File: src/rtl/pingpong_pkg.sv
// Shared types for the two-phase converter interleaver.
package pingpong_pkg;
    // Which converter owns the shared bus in the current master cycle.
    typedef enum logic {
        OWNER_A = 1'b0,
        OWNER_B = 1'b1
    } owner_e;
endpackage

File: src/rtl/pp_phase_gen.sv
// Phase generator: a single toggle register divides the master clock by two.
// Its two phases give both the converter clocks and the bus enables.
// Assumes a synchronous active-low reset, which holds ownership with A.
module pp_phase_gen
    import pingpong_pkg::*;
(
    input  logic       clk,
    input  logic       rst_n,
    output logic       run_o,
    output logic [1:0] cnv_clk_o,
    output logic [1:0] cnv_en_o
);
    owner_e owner_q;
    logic   run_q;

    // Toggle the owner each cycle once running; reset parks it on A.
    always_ff @(posedge clk) begin
        if (!rst_n) begin
            run_q   <= 1'b0;
            owner_q <= OWNER_A;
        end else begin
            run_q   <= 1'b1;
            owner_q <= run_q ? owner_e'(~owner_q) : OWNER_A;
        end
    end

    // Decode phases: complementary clocks and opposite-sense enables.
    always_comb begin
        cnv_clk_o[0] = (owner_q == OWNER_B);
        cnv_clk_o[1] = (owner_q == OWNER_A);
        cnv_en_o[0]  = (owner_q == OWNER_A) && run_q;
        cnv_en_o[1]  = (owner_q == OWNER_B);
        run_o        = run_q;
    end
endmodule

File: src/rtl/pp_bus_merge.sv
// Bus merge: models the shared bus as an AND-OR of each converter's data
// qualified by its own drive flag. Overrange bits are ORed, never bused.
// Assumes the drive flags are mutually exclusive.
module pp_bus_merge #(
    parameter int DW = 8
) (
    input  logic [DW-1:0] a_data,
    input  logic          a_drive,
    input  logic          a_ovr,
    input  logic [DW-1:0] b_data,
    input  logic          b_drive,
    input  logic          b_ovr,
    output logic [DW-1:0] bus_o,
    output logic          ovr_o
);
    // One bit slice of the shared bus per data bit.
    for (genvar i = 0; i < DW; i++) begin : g_bit
        assign bus_o[i] = (a_drive & a_data[i]) | (b_drive & b_data[i]);
    end

    // Combine the overrange flags with a logical OR.
    assign ovr_o = a_ovr | b_ovr;
endmodule

File: src/rtl/pp_capture.sv
// Output stage: registers the merged bus on the falling master edge.
// Assumes run_i comes from a rising-edge register, so it is stable here.
// Clearing by run_i makes the reset synchronous on this edge too.
module pp_capture #(
    parameter int DW = 8
) (
    input  logic          clk,
    input  logic          run_i,
    input  logic [DW-1:0] bus_i,
    input  logic          ovr_i,
    output logic [DW-1:0] data_o,
    output logic          ovr_o,
    output logic          valid_o
);
    // Capture one sample per master cycle, on the high-to-low transition.
    always_ff @(negedge clk) begin
        if (!run_i) begin
            data_o  <= '0;
            ovr_o   <= 1'b0;
            valid_o <= 1'b0;
        end else begin
            data_o  <= bus_i;
            ovr_o   <= ovr_i;
            valid_o <= 1'b1;
        end
    end
endmodule

File: src/rtl/pingpong_interleaver.sv
// Top level: interleaves two half-rate converters into one full-rate stream.
// Assumes the converters obey cnv_en and report their bus drive honestly.
module pingpong_interleaver #(
    parameter int DW = 8
) (
    input  logic          clk,
    input  logic          rst_n,
    input  logic [DW-1:0] cnv_a_data,
    input  logic          cnv_a_drive,
    input  logic          cnv_a_ovr,
    input  logic [DW-1:0] cnv_b_data,
    input  logic          cnv_b_drive,
    input  logic          cnv_b_ovr,
    output logic [1:0]    cnv_clk,
    output logic [1:0]    cnv_en,
    output logic [DW-1:0] smp_data,
    output logic          smp_ovr,
    output logic          smp_valid
);
    logic          run;
    logic [DW-1:0] bus;
    logic          ovr_any;

    pp_phase_gen u_phase (
        .clk       (clk),
        .rst_n     (rst_n),
        .run_o     (run),
        .cnv_clk_o (cnv_clk),
        .cnv_en_o  (cnv_en)
    );

    pp_bus_merge #(.DW(DW)) u_merge (
        .a_data  (cnv_a_data),
        .a_drive (cnv_a_drive),
        .a_ovr   (cnv_a_ovr),
        .b_data  (cnv_b_data),
        .b_drive (cnv_b_drive),
        .b_ovr   (cnv_b_ovr),
        .bus_o   (bus),
        .ovr_o   (ovr_any)
    );

    pp_capture #(.DW(DW)) u_cap (
        .clk     (clk),
        .run_i   (run),
        .bus_i   (bus),
        .ovr_i   (ovr_any),
        .data_o  (smp_data),
        .ovr_o   (smp_ovr),
        .valid_o (smp_valid)
    );
endmodule

File: config.mk
export PLATFORM = sky130hd
export DESIGN_NAME = pingpong_interleaver
export DESIGN_NICKNAME = d
export VERILOG_FILES = /design/src/rtl/pingpong_pkg.sv /design/src/rtl/pp_phase_gen.sv /design/src/rtl/pp_bus_merge.sv /design/src/rtl/pp_capture.sv /design/src/rtl/pingpong_interleaver.sv
export SDC_FILE = /design/constraint.sdc
export NUM_CORES = 1
export LEC_CHECK = 0
export ABC_AREA = 1
export BUFFER_PORTS_ARGS = -buffer_cell sky130_fd_sc_hd__buf_2
export CAP_MARGIN = 10
export CORE_UTILIZATION = 30
export DETAILED_ROUTE_END_ITERATION = 8
export GPL_TIMING_DRIVEN = 0
export PLACE_DENSITY_LB_ADDON = 0.25
export SYNTH_ARGS = -nofsm -noshare
export SYNTH_HDL_FRONTEND = slang
export SYNTH_SLANG_ARGS = --single-unit
File: constraint.sdc
create_clock -name clk -period 0.8 [get_ports clk]
set_input_delay 0.04 -clock clk [delete_from_list [all_inputs] [get_ports clk]]
set_output_delay 0.04 -clock clk [all_outputs]
set_load 0.03 [all_outputs]
==> impl_metrics.csv <==
group,metric,value,unit
placement,place.gp.congestion,0.521,
worst_setup_path,critical-path-top-delay-family,"flip-flops",
worst_setup_path,cp_slowest_cell,"dfxtp_4",
synth,synth.avg_cell_area,8.34,um2
sta,worst_slew_pin_slew,0.160,ns
pwr,comb_power_share,0.216,
layout,final_common_cell,"buf_2",
pwr,p_int,1060,uW
sta,rsz0062_at_grt,"yes",
synth,synth_area,400,um2
sta,setup_violations,25,
routing,routed_via_density,4.35,
routing,finalWirelength,1270,um
die,initial_utilization,0.342,
layout,area_growth_syn_to_layout,109,%
clock_network,cts_htree_levels,1,
synth,synth_area_leaders,"dfxtp_1 60%, nand2_1 16%, a21oi_1 10%",
outcome,violations,"setup timing",
routing,drtPass1Iterations,3,
die,io_pins,36,
sta,setup_ws,-0.430,ns
job,maxCapViolations,0,
sta,drv_slew,0,
worst_setup_path,path_buf_inv,1,
layout,fillers,104,
synth,yosysUniqueCellTypes,7,
worst_setup_path,crit_type,"reg2out",
placement,portBuffers,33,
worst_setup_path,r2r_start,"u_phase.run_o",
routing,ant_nets,0,
layout,drive_above_1_share,0.673,
layout,diodes,0,
die,row_count,12,
clock_network,cts.root.buffer_cell,"clkbuf_4",
synth,yosysWarnings,0,
grt,grt_pass1_wl,1850,um
worst_setup_path,startpoint_type,"flip-flop",
pwr,ir_drop,1.27,mV
synth,synth_top_area_frac,0.600,
clock_network,clockBufferDepth,2,
worst_setup_path,crit_required,0.76,ns
die,fp.dieH,38.5,um
layout,final_cell_mix,"20 x buf_2, 17 x nand2_1, 17 x buf_6",
pwr,p_clk_frac,0.370,
die,die_area,0.00148,mm2
sta,hold_viol_final,0,
layout,postLayoutCoreUtil,0.714,
pwr,p_sw_frac,0.341,
routing,drt_iter0_drc,3,
grt,grt_usage,0.191,
grt,antenna_found_initial,0,
synth,synth_top_area_cell,"dfxtp_1",
worst_setup_path,cpPeakStageDelay,0.33,ns
worst_setup_path,cp_cell_sequence,"buf_6",
pwr,p_per_area,1930,mW/mm2
min_path,hp-class,"in2reg",
pwr,p_leak,0.000441,uW
layout,multi_input_area,156,um2
clock_network,clk-insertion-delay-late,0.34,ns
synth,synth_nets,70,
synth,synth-seq-area-share,0.600,
synth,yosys_register_bits,12,
routing,drcViolationCount,0,
grt,grt_max_degree,11,
grt,grt.overflow.total,0,
pwr,power.switching,548,uW
outcome,status,"finished, violations left",
clock_network,cts_tree,"built",
sta,hold-worst-slack,0.328,ns
sta,relSlewSlack,0.894,
clock_network,path_clk_slew,0.04,ns
layout,nets,121,
grt,first_global_vias,473,
synth,syn_inst,48,
worst_setup_path,crit_start,"u_cap.valid_o",
clock_network,cts_buffers,3,
die,die_x,38.5,um
routing,wl_per_cell,11.3,um
sta,skew,0.0668,ns
routing,via_count,487,
min_path,min_from,"cnv_a_ovr",
layout,ff_latch_area,260,um2
worst_setup_path,path_max_fanout,1,
worst_setup_path,critical_path_arrival,1.19,ns
die,core,0.00117,mm2
worst_setup_path,end_kind,"primary output",
pwr,power_frac_seq,0.414,
clock_network,cts.sinks,12,
==> cell usage after synthesis, drive strengths merged <==
cell and instances:
a21oi 8, dfxtp 12, nand2 17, inv 3
nor2 4, buf 4
==> layer usage <==
| layer | vias up | wire length (um) | GRT usage |
|---|---|---|---|
| met3 | 0 | 73 | 0.0756 |
| li1 | 244 | - | - |
| met2 | 18 | 707 | 0.375 |
| met4 | 0 | 0 | 0.0690 |
| met1 | 225 | 486 | 0.169 |
| met5 | - | 0 | 0 |
==> worst paths after layout <==
| kind | depth (start not counted) | slack (ns) | to |
|---|---|---|---|
| setup / recovery | 1 | -0.43 | smp_valid |
| hold / removal | 3 | 0.33 | u_cap.ovr_o |
| setup reg to reg | 2 | -0.21 | u_cap.valid_o |
| hold reg to reg | 1 | 0.50 | u_phase.owner_q |
==> flip-flops by register name (all words and copies together) (netlist names) <==
register	cells
u_cap.ovr_o	1
u_cap.data_o	8
u_phase.owner_q	1
u_phase.run_o	1
u_cap.valid_o	1
==> area by class of cell <==
type,count,share of cell area
sequential,12,0.311
clock inverter,11,0.0509
clock buffer,3,0.0269
inverter,2,0.0150
multi-input combinational,29,0.187
buffer,4,0.0449
tap,14,0.0210
timing repair buffer,37,0.343
==> power groups by stage <==
stage	Combinational, uW	Sequential, uW	Clock (uW)
floorplan	87.1	724	84.4
CTS	312	663	599
global route	372	669	683
detailed placement	248	658	84.4
finish	347	667	596
global placement	246	657	84.4
==> cells by family (layout without fill, tap and decap cells) <==
group / after synthesis / after routing / share of synthesized area
DFF: 12 / 12 / 0.600
buffers and inverters: 7 / 57 / 0.103
AOI/OAI and AO/OA: 8 / 8 / 0.100
and+or+nand+nor: 21 / 21 / 0.197
==> what timing repair did <==
item                                    CTS  global route
hold endpoints to repair                  2             0
hold buffers                              1             0
buffers inserted                          2             1
endpoints found under the setup margin   24            24
cloned                                    0             0
resized for setup                        37            13
==> through the flow <==
step           cell area [um2]  std cells  worst slack [ns]  power (uW)  TNS [ns]
2_1_floorplan              412         48            -0.146         896     -2.19
3_3_place_gp               594         95            -0.190         987     -2.82
3_5_place_dp               594         95            -0.197         991     -2.89
4_1_cts                    781        111            -0.435        1570     -6.28
5_1_grt                    836        112            -0.458        1720     -7.29
6_report                   836        112            -0.430        1610     -6.67
Note: power is estimated with default switching activity, not from simulation.
